$ cat src/rtl/scfg_pkg.sv
package scfg_pkg;
    localparam int unsigned BYTE_W = 8;
    typedef logic [BYTE_W-1:0] byte_t;

    typedef enum logic [1:0] {
        AK_NONE = 2'd0,
        AK_CTRL = 2'd1,
        AK_WEL  = 2'd2,
        AK_STAT = 2'd3
    } addr_kind_e;

    typedef struct packed {
        logic  ack;
        byte_t rdata;
    } host_resp_t;
endpackage

$ cat src/rtl/scfg_wel.sv
module scfg_wel
    import scfg_pkg::*;
#(
    parameter byte_t SET_CODE = 8'h80,
    parameter byte_t CLR_CODE = 8'h00
) (
    input  logic  clk,
    input  logic  rst_n,
    input  logic  wr,
    input  byte_t wdata,
    output logic  wel,
    output logic  code_hit
);
    typedef struct packed {
        logic wel;
    } wel_state_t;

    wel_state_t st_d, st_q;

    always_comb begin
        st_d     = st_q;
        code_hit = (wdata == SET_CODE) || (wdata == CLR_CODE);
        if (wr && (wdata == SET_CODE)) begin
            st_d.wel = 1'b1;
        end else if (wr && (wdata == CLR_CODE)) begin
            st_d.wel = 1'b0;
        end
    end

    always_ff @(posedge clk or negedge rst_n) begin
        if (!rst_n) begin
            st_q <= '0;
        end else begin
            st_q <= st_d;
        end
    end

    assign wel = st_q.wel;

    // only the two exact codes move the latch
    p_latch_holds_r5: assert property (@(posedge clk) disable iff (!rst_n)
        !(wr && ((wdata == SET_CODE) || (wdata == CLR_CODE))) |=> $stable(wel))
        else $error("latch moved without a code");

    p_set_code_r2: assert property (@(posedge clk) disable iff (!rst_n)
        (wr && (wdata == SET_CODE)) |=> wel)
        else $error("set code did not set latch");
endmodule

$ cat src/rtl/scfg_regfile.sv
module scfg_regfile
    import scfg_pkg::*;
#(
    parameter int unsigned NUM_CTRL = 6
) (
    input  logic                             clk,
    input  logic                             rst_n,
    input  logic                             we,
    input  logic [NUM_CTRL-1:0]              sel,
    input  byte_t                            wdata,
    output logic [NUM_CTRL-1:0][BYTE_W-1:0]  regs,
    output byte_t                            rd_byte
);
    typedef struct packed {
        logic [NUM_CTRL-1:0][BYTE_W-1:0] regs;
    } rf_state_t;

    rf_state_t st_d, st_q;

    always_comb begin
        st_d    = st_q;
        rd_byte = '0;
        for (int i = 0; i < NUM_CTRL; i++) begin
            if (we && sel[i]) begin
                st_d.regs[i] = wdata;
            end
            if (sel[i]) begin
                rd_byte = rd_byte | st_q.regs[i];
            end
        end
    end

    always_ff @(posedge clk or negedge rst_n) begin
        if (!rst_n) begin
            st_q <= '0;
        end else begin
            st_q <= st_d;
        end
    end

    assign regs = st_q.regs;

    p_sel_onehot_r4: assert property (@(posedge clk) disable iff (!rst_n)
        $onehot0(sel))
        else $error("overlapping register selects");
endmodule

$ cat src/rtl/scfg_host_resp.sv
module scfg_host_resp
    import scfg_pkg::*;
#(
    parameter int unsigned WEL_BIT = 7
) (
    input  logic       clk,
    input  logic       rst_n,
    input  logic       wr,
    input  logic       rd,
    input  addr_kind_e kind,
    input  byte_t      ctrl_byte,
    input  logic       wel,
    input  logic       code_hit,
    input  byte_t      sample,
    output logic       ack,
    output byte_t      rdata
);
    host_resp_t st_d, st_q;

    always_comb begin
        st_d = '0;
        if (wr) begin
            unique case (kind)
                AK_CTRL: st_d.ack = wel;
                AK_WEL:  st_d.ack = code_hit || wel;
                AK_STAT: st_d.ack = 1'b0;
                default: st_d.ack = 1'b0;
            endcase
        end else if (rd) begin
            st_d.ack = 1'b1;
            unique case (kind)
                AK_CTRL: st_d.rdata = ctrl_byte;
                AK_WEL:  st_d.rdata[WEL_BIT] = wel;
                AK_STAT: st_d.rdata = sample;
                default: st_d.rdata = '0;
            endcase
        end
    end

    always_ff @(posedge clk or negedge rst_n) begin
        if (!rst_n) begin
            st_q <= '0;
        end else begin
            st_q <= st_d;
        end
    end

    assign ack   = st_q.ack;
    assign rdata = st_q.rdata;

    p_ack_from_strobe_r10: assert property (@(posedge clk) disable iff (!rst_n)
        ack |-> $past(wr || rd))
        else $error("acknowledge without a strobe");
endmodule

$ cat src/rtl/scfg_lut_mux.sv
module scfg_lut_mux
    import scfg_pkg::*;
#(
    parameter int unsigned ROW_W = 6
) (
    input  logic [ROW_W-1:0] sample_msb,
    input  logic [ROW_W-1:0] direct_idx,
    input  logic             idx_direct,
    input  logic             out_direct,
    input  byte_t            tbl_data,
    input  byte_t            direct_word,
    output logic [ROW_W-1:0] row_idx,
    output byte_t            word
);
    always_comb begin
        row_idx = idx_direct ? direct_idx  : sample_msb;
        word    = out_direct ? direct_word : tbl_data;
    end
endmodule

$ cat src/rtl/scfg_regbank.sv
module scfg_regbank
    import scfg_pkg::*;
#(
    parameter int unsigned ADDR_W      = 8,
    parameter int unsigned NUM_CTRL    = 6,
    parameter int unsigned ROW_W       = 6,
    parameter logic [ADDR_W-1:0] CTRL_BASE = 8'h80,
    parameter logic [ADDR_W-1:0] WEL_ADDR  = 8'h86,
    parameter logic [ADDR_W-1:0] STAT_ADDR = 8'h87,
    parameter byte_t SET_CODE    = 8'h80,
    parameter byte_t CLR_CODE    = 8'h00,
    parameter int unsigned OUT_REG     = 4,
    parameter int unsigned SEL_REG     = 5,
    parameter int unsigned IDX_SEL_BIT = 7,
    parameter int unsigned OUT_SEL_BIT = 6
) (
    input  logic              clk,
    input  logic              rst_n,
    input  logic [ADDR_W-1:0] host_addr,
    input  logic [7:0]        host_wdata,
    input  logic              host_wr,
    input  logic              host_rd,
    output logic [7:0]        host_rdata,
    output logic              host_ack,
    input  logic [7:0]        adc_sample,
    input  logic [7:0]        tbl_row_data,
    output logic [ROW_W-1:0]  tbl_row_idx,
    output logic [7:0]        out_word
);
    localparam int unsigned WEL_BIT = BYTE_W - 1;

    addr_kind_e                      kind;
    logic [NUM_CTRL-1:0]             ctrl_sel;
    logic [NUM_CTRL-1:0][BYTE_W-1:0] ctrl_regs;
    byte_t                           ctrl_byte;
    logic                            wel;
    logic                            code_hit;

    always_comb begin
        ctrl_sel = '0;
        for (int i = 0; i < NUM_CTRL; i++) begin
            ctrl_sel[i] = (host_addr == CTRL_BASE + ADDR_W'(i));
        end
        if (|ctrl_sel)                   kind = AK_CTRL;
        else if (host_addr == WEL_ADDR)  kind = AK_WEL;
        else if (host_addr == STAT_ADDR) kind = AK_STAT;
        else                             kind = AK_NONE;
    end

    scfg_wel #(
        .SET_CODE (SET_CODE),
        .CLR_CODE (CLR_CODE)
    ) u_wel (
        .clk      (clk),
        .rst_n    (rst_n),
        .wr       (host_wr && (kind == AK_WEL)),
        .wdata    (host_wdata),
        .wel      (wel),
        .code_hit (code_hit)
    );

    scfg_regfile #(
        .NUM_CTRL (NUM_CTRL)
    ) u_regfile (
        .clk     (clk),
        .rst_n   (rst_n),
        .we      (host_wr && wel),
        .sel     (ctrl_sel),
        .wdata   (host_wdata),
        .regs    (ctrl_regs),
        .rd_byte (ctrl_byte)
    );

    scfg_host_resp #(
        .WEL_BIT (WEL_BIT)
    ) u_resp (
        .clk       (clk),
        .rst_n     (rst_n),
        .wr        (host_wr),
        .rd        (host_rd),
        .kind      (kind),
        .ctrl_byte (ctrl_byte),
        .wel       (wel),
        .code_hit  (code_hit),
        .sample    (adc_sample),
        .ack       (host_ack),
        .rdata     (host_rdata)
    );

    scfg_lut_mux #(
        .ROW_W (ROW_W)
    ) u_mux (
        .sample_msb  (adc_sample[BYTE_W-1 -: ROW_W]),
        .direct_idx  (ctrl_regs[SEL_REG][ROW_W-1:0]),
        .idx_direct  (ctrl_regs[SEL_REG][IDX_SEL_BIT]),
        .out_direct  (ctrl_regs[SEL_REG][OUT_SEL_BIT]),
        .tbl_data    (tbl_row_data),
        .direct_word (ctrl_regs[OUT_REG]),
        .row_idx     (tbl_row_idx),
        .word        (out_word)
    );

    // a locked bank neither changes nor acknowledges control writes
    p_locked_stable_r3: assert property (@(posedge clk) disable iff (!rst_n)
        (host_wr && !wel) |=> $stable(ctrl_regs))
        else $error("register changed while locked");

    p_locked_no_ack_r3: assert property (@(posedge clk) disable iff (!rst_n)
        (host_wr && !wel && (host_addr != WEL_ADDR)) |=> !host_ack)
        else $error("locked write acknowledged");

    // the status location never acknowledges a write
    p_status_no_ack_r6: assert property (@(posedge clk) disable iff (!rst_n)
        (host_wr && (host_addr == STAT_ADDR)) |=> !host_ack)
        else $error("status write acknowledged");
endmodule

$ cat config.mk
export PLATFORM = sky130hd
export DESIGN_NAME = scfg_regbank
export DESIGN_NICKNAME = d
export VERILOG_FILES = /design/src/rtl/scfg_pkg.sv /design/src/rtl/scfg_wel.sv /design/src/rtl/scfg_regfile.sv /design/src/rtl/scfg_host_resp.sv /design/src/rtl/scfg_lut_mux.sv /design/src/rtl/scfg_regbank.sv
export SDC_FILE = /design/constraint.sdc
export NUM_CORES = 1
export LEC_CHECK = 0
export BUFFER_PORTS_ARGS = -buffer_cell sky130_fd_sc_hd__buf_2
export CORE_MARGIN = 3
export CORE_UTILIZATION = 50
export CTS_CLUSTER_DIAMETER = 60
export CTS_CLUSTER_SIZE = 14
export DETAILED_ROUTE_END_ITERATION = 6
export PLACE_DENSITY = 0.75
export SETUP_SLACK_MARGIN = 0.05
export SYNTH_ARGS = -nofsm -noshare
export SYNTH_HDL_FRONTEND = slang
export SYNTH_SLANG_ARGS = --single-unit
$ cat constraint.sdc
create_clock -name clk -period 2.9 [get_ports clk]
set_input_delay 0 -clock clk [delete_from_list [all_inputs] [get_ports clk]]
set_output_delay 0 -clock clk [all_outputs]
set_load 0.05 [all_outputs]
==> results.sh <==
export IMPL_fmax_mhz=465
export IMPL_routedWlPerCell_um=19.1
export IMPL_yosysUniqueCellTypes=34
export IMPL_grt_setup_unrepaired="false"
export IMPL_p_leak_nw=1.82
export IMPL_io_pins=59
export IMPL_cts_buffers=9
export IMPL_multi_input_area_sq_mm=0.00141
export IMPL_async_flop_share_pct=100
export IMPL_synth_edf_count=0
export IMPL_crit_chain="dlygate4sd3_1 -> buf_2 -> nand2b_1 -> or4_4 -> nor3_2 -> mux2_2"
export IMPL_endpoint_kind="flip-flop"
export IMPL_vdd_drop_max_mv=0.341
export IMPL_synth_mux_area_share_pct=35.2
export IMPL_drive_gt1_share_pct=52.9
export IMPL_period_minus_slack_ns=2.15
export IMPL_yosys_warnings=0
export IMPL_synthAdderAreaFrac_pct=0
export IMPL_postCtsSetupRepairBufs=0
export IMPL_cts_root_buffer="clkbuf_8"
export IMPL_num_rows=27
export IMPL_drtPass1Iterations=4
export IMPL_syn_inst=212
export IMPL_syn_num_nets=248
export IMPL_drt_initial_drc_count=122
export IMPL_cp_start_kind="input pin"
export IMPL_die_w_um=82.6
export IMPL_grt_usage_pct=21.7
export IMPL_gr_total_overflow=0
export IMPL_hold_path_cell_count=2
export IMPL_min_period_over_period_pct=74.1
export IMPL_antenna_found_initial=0
export IMPL_initial_core_util_pct=52.4
export IMPL_cts_buffer_depth=2
export IMPL_ff2ff_path_depth=3
export IMPL_hold_class="in2reg"
export IMPL_fin_setup_tns_ns=0
export IMPL_yosys_top_cells_area="dfrtp_1, mux2_2, mux2_4"
export IMPL_slowest_stage="nor3_2"
export IMPL_required_ns=3.11
export IMPL_hold_end="u_regfile.regs[35]$_DFFE_PN0P_"
export IMPL_vias=2051
export IMPL_grt_pass1_vias=2022
export IMPL_ys_seq_area_share_pct=49.4
export IMPL_cp_data_arrival_time_ns=2.36
export IMPL_finClkSkew_ns=0.00820
export IMPL_synth_seq_cells=58
export IMPL_ctsHoldBuffers=15
export IMPL_grt_pass1_wl_um=10500
export IMPL_ctsHtreeMaxLevel=3
export IMPL_synth_xor_area_share_pct=0
export IMPL_ant_nets=0
export IMPL_path_max_fanout=8
export IMPL_hold_ws_ns=0.0171
export IMPL_yosysMostFrequentCell="dfrtp_1"
export IMPL_netlist_top_cells_count="dfrtp_1, mux2_2, mux2_4, mux2i_1, nor2_1"
export IMPL_setup_violations=0
export IMPL_fp_dieH_um=82.6
export IMPL_cts_tree="done"
export IMPL_areaGrowthSynthToFinish_pct=24.3
export IMPL_route_detailed_drc=0
export IMPL_via_per_inst=5.62
export IMPL_clock_latency_ns=0.33
export IMPL_wl_um=6970
export IMPL_synth_top_family_by_area="multiplexers"
export IMPL_path_buf_inv=2
export IMPL_dp_hpwl_um=4570
export IMPL_status="complete, no violations"
export IMPL_gp_congestion=0.773
export IMPL_netlist_area_sq_mm=0.00294
export IMPL_cts_resized=0
export IMPL_cts_sinks=58
export IMPL_numPortBuffers=58
export IMPL_grt_max_degree=42
export IMPL_critPathMaxStageDelay_ns=0.67
export IMPL_synth_compound_area_share_pct=4.86
export IMPL_synthSimpleGateAreaFrac_pct=7.88
export IMPL_slew_headroom_pct=47.5
export IMPL_rr_endpoint="u_regfile.regs[47]$_DFFE_PN0P_"
export IMPL_rrSetupSlack_ns=1.14
export IMPL_netlist_area_leader_share_pct=49.4
export IMPL_hold_start="host_wdata[3]"
export IMPL_cp_top_family="simple AND/OR/NAND/NOR gates"
export IMPL_fillers=446
export IMPL_drv_cap=0
export IMPL_cellPowerDensity_mw_per_mm2=489
export IMPL_finalHoldViolCount=0
export IMPL_regToRegStartpoint="u_wel.wel$_DFFE_PN0P_"
export IMPL_ff_latch_area_sq_mm=0.00145
export IMPL_clkTransAtPathRegs_ns=0.06
export IMPL_critPathKind="in2reg"
export IMPL_die_area_sq_mm=0.00683
export IMPL_insertedDiodeCount=0
export IMPL_slew_viol_final=0
export IMPL_synth_top_cell_by_area="dfrtp_1"
export IMPL_avgSynthCellArea_sq_um=13.9
export IMPL_core_sq_mm=0.00561
export IMPL_synth_main_ff_cell="dfrtp_1"
export IMPL_worst_pin_slew_ns=0.783
export IMPL_final_nets=324
worst max-delay path by stage:
stage,slack [ns],startpoint,cells after the start,endpoint
after floorplan,1.19,host_addr[6],6,u_regfile.regs[16]$_DFFE_PN0P_
after global placement,0.95,host_addr[6],5,u_regfile.regs[40]$_DFFE_PN0P_
after detailed placement,0.88,host_addr[6],5,u_regfile.regs[42]$_DFFE_PN0P_
after CTS,0.72,host_addr[3],6,u_regfile.regs[47]$_DFFE_PN0P_
after global routing,0.63,host_addr[3],6,u_regfile.regs[43]$_DFFE_PN0P_
final,0.75,host_addr[3],6,u_regfile.regs[47]$_DFFE_PN0P_
cells in the final DEF, fill, tap and decap left out, types with 2 or more instances in the layout:
master,instances
a21oi_1,2
a221oi_1,5
buf_2,58
buf_4,4
clkbuf_1,2
clkbuf_8,13
dfrtp_1,58
dlygate4sd3_1,16
mux2_2,54
mux2_4,16
mux2i_1,14
mux4_2,2
nand2_1,3
nand2b_1,5
nor2_1,11
nor3_2,2
nor4_1,2
o22ai_1,5
or4_1,2
or4_4,3
power by group:
part / internal, mW / leakage (nW) / switching (mW)
Combinational: 0.0639 / 0.902 / 0.112
Sequential: 0.810 / 0.810 / 0.000340
Clock: 0.492 / 0.110 / 0.304
final cells by class:
type / instances / share of cell area, %
well taps: 72 / 2.47
clock buffers: 15 / 5.11
clock inverters: 1 / 0.823
repair buffers: 78 / 13.2
multi-input cells: 140 / 38.6
flip-flops and latches: 58 / 39.8
inverters: 1 / 0.103
registers in the layout, indices dropped and copies added, names as in the netlist:
| signal | cells |
|---|---|
| u_regfile.regs | 48 |
| u_wel.wel | 1 |
| u_resp.rdata | 8 |
| u_resp.ack | 1 |
metrics by stage:
step           power, mW  utilization [%]  instances  cell area, sq um  setup WS, ns
3_3_place_gp       0.984             58.4        333              3270         0.953
3_5_place_dp       0.986             58.4        333              3270         0.876
5_1_grt             1.85             65.1        365              3650         0.634
2_1_floorplan      0.913                -        212              2940          1.19
6_report            1.78             65.1        365              3650         0.750
4_1_cts             1.80             64.9        364              3640         0.718
cells by family after synthesis:
kind of cell | count (synthesis)
AOI/OAI and AO/OA | 19
buffers and inverters | 14
DFF | 58
muxes | 86
and+or+nand+nor | 35
per-layer routing:
layer | share of wire [%] | track usage (%)
met1 | 43 | 28.2
met2 | 49 | 35.1
met3 | 6.1 | 5.10
met4 | 1.9 | 8.17
met5 | 0 | 0
Note: power is estimated with default switching activity, not from simulation.
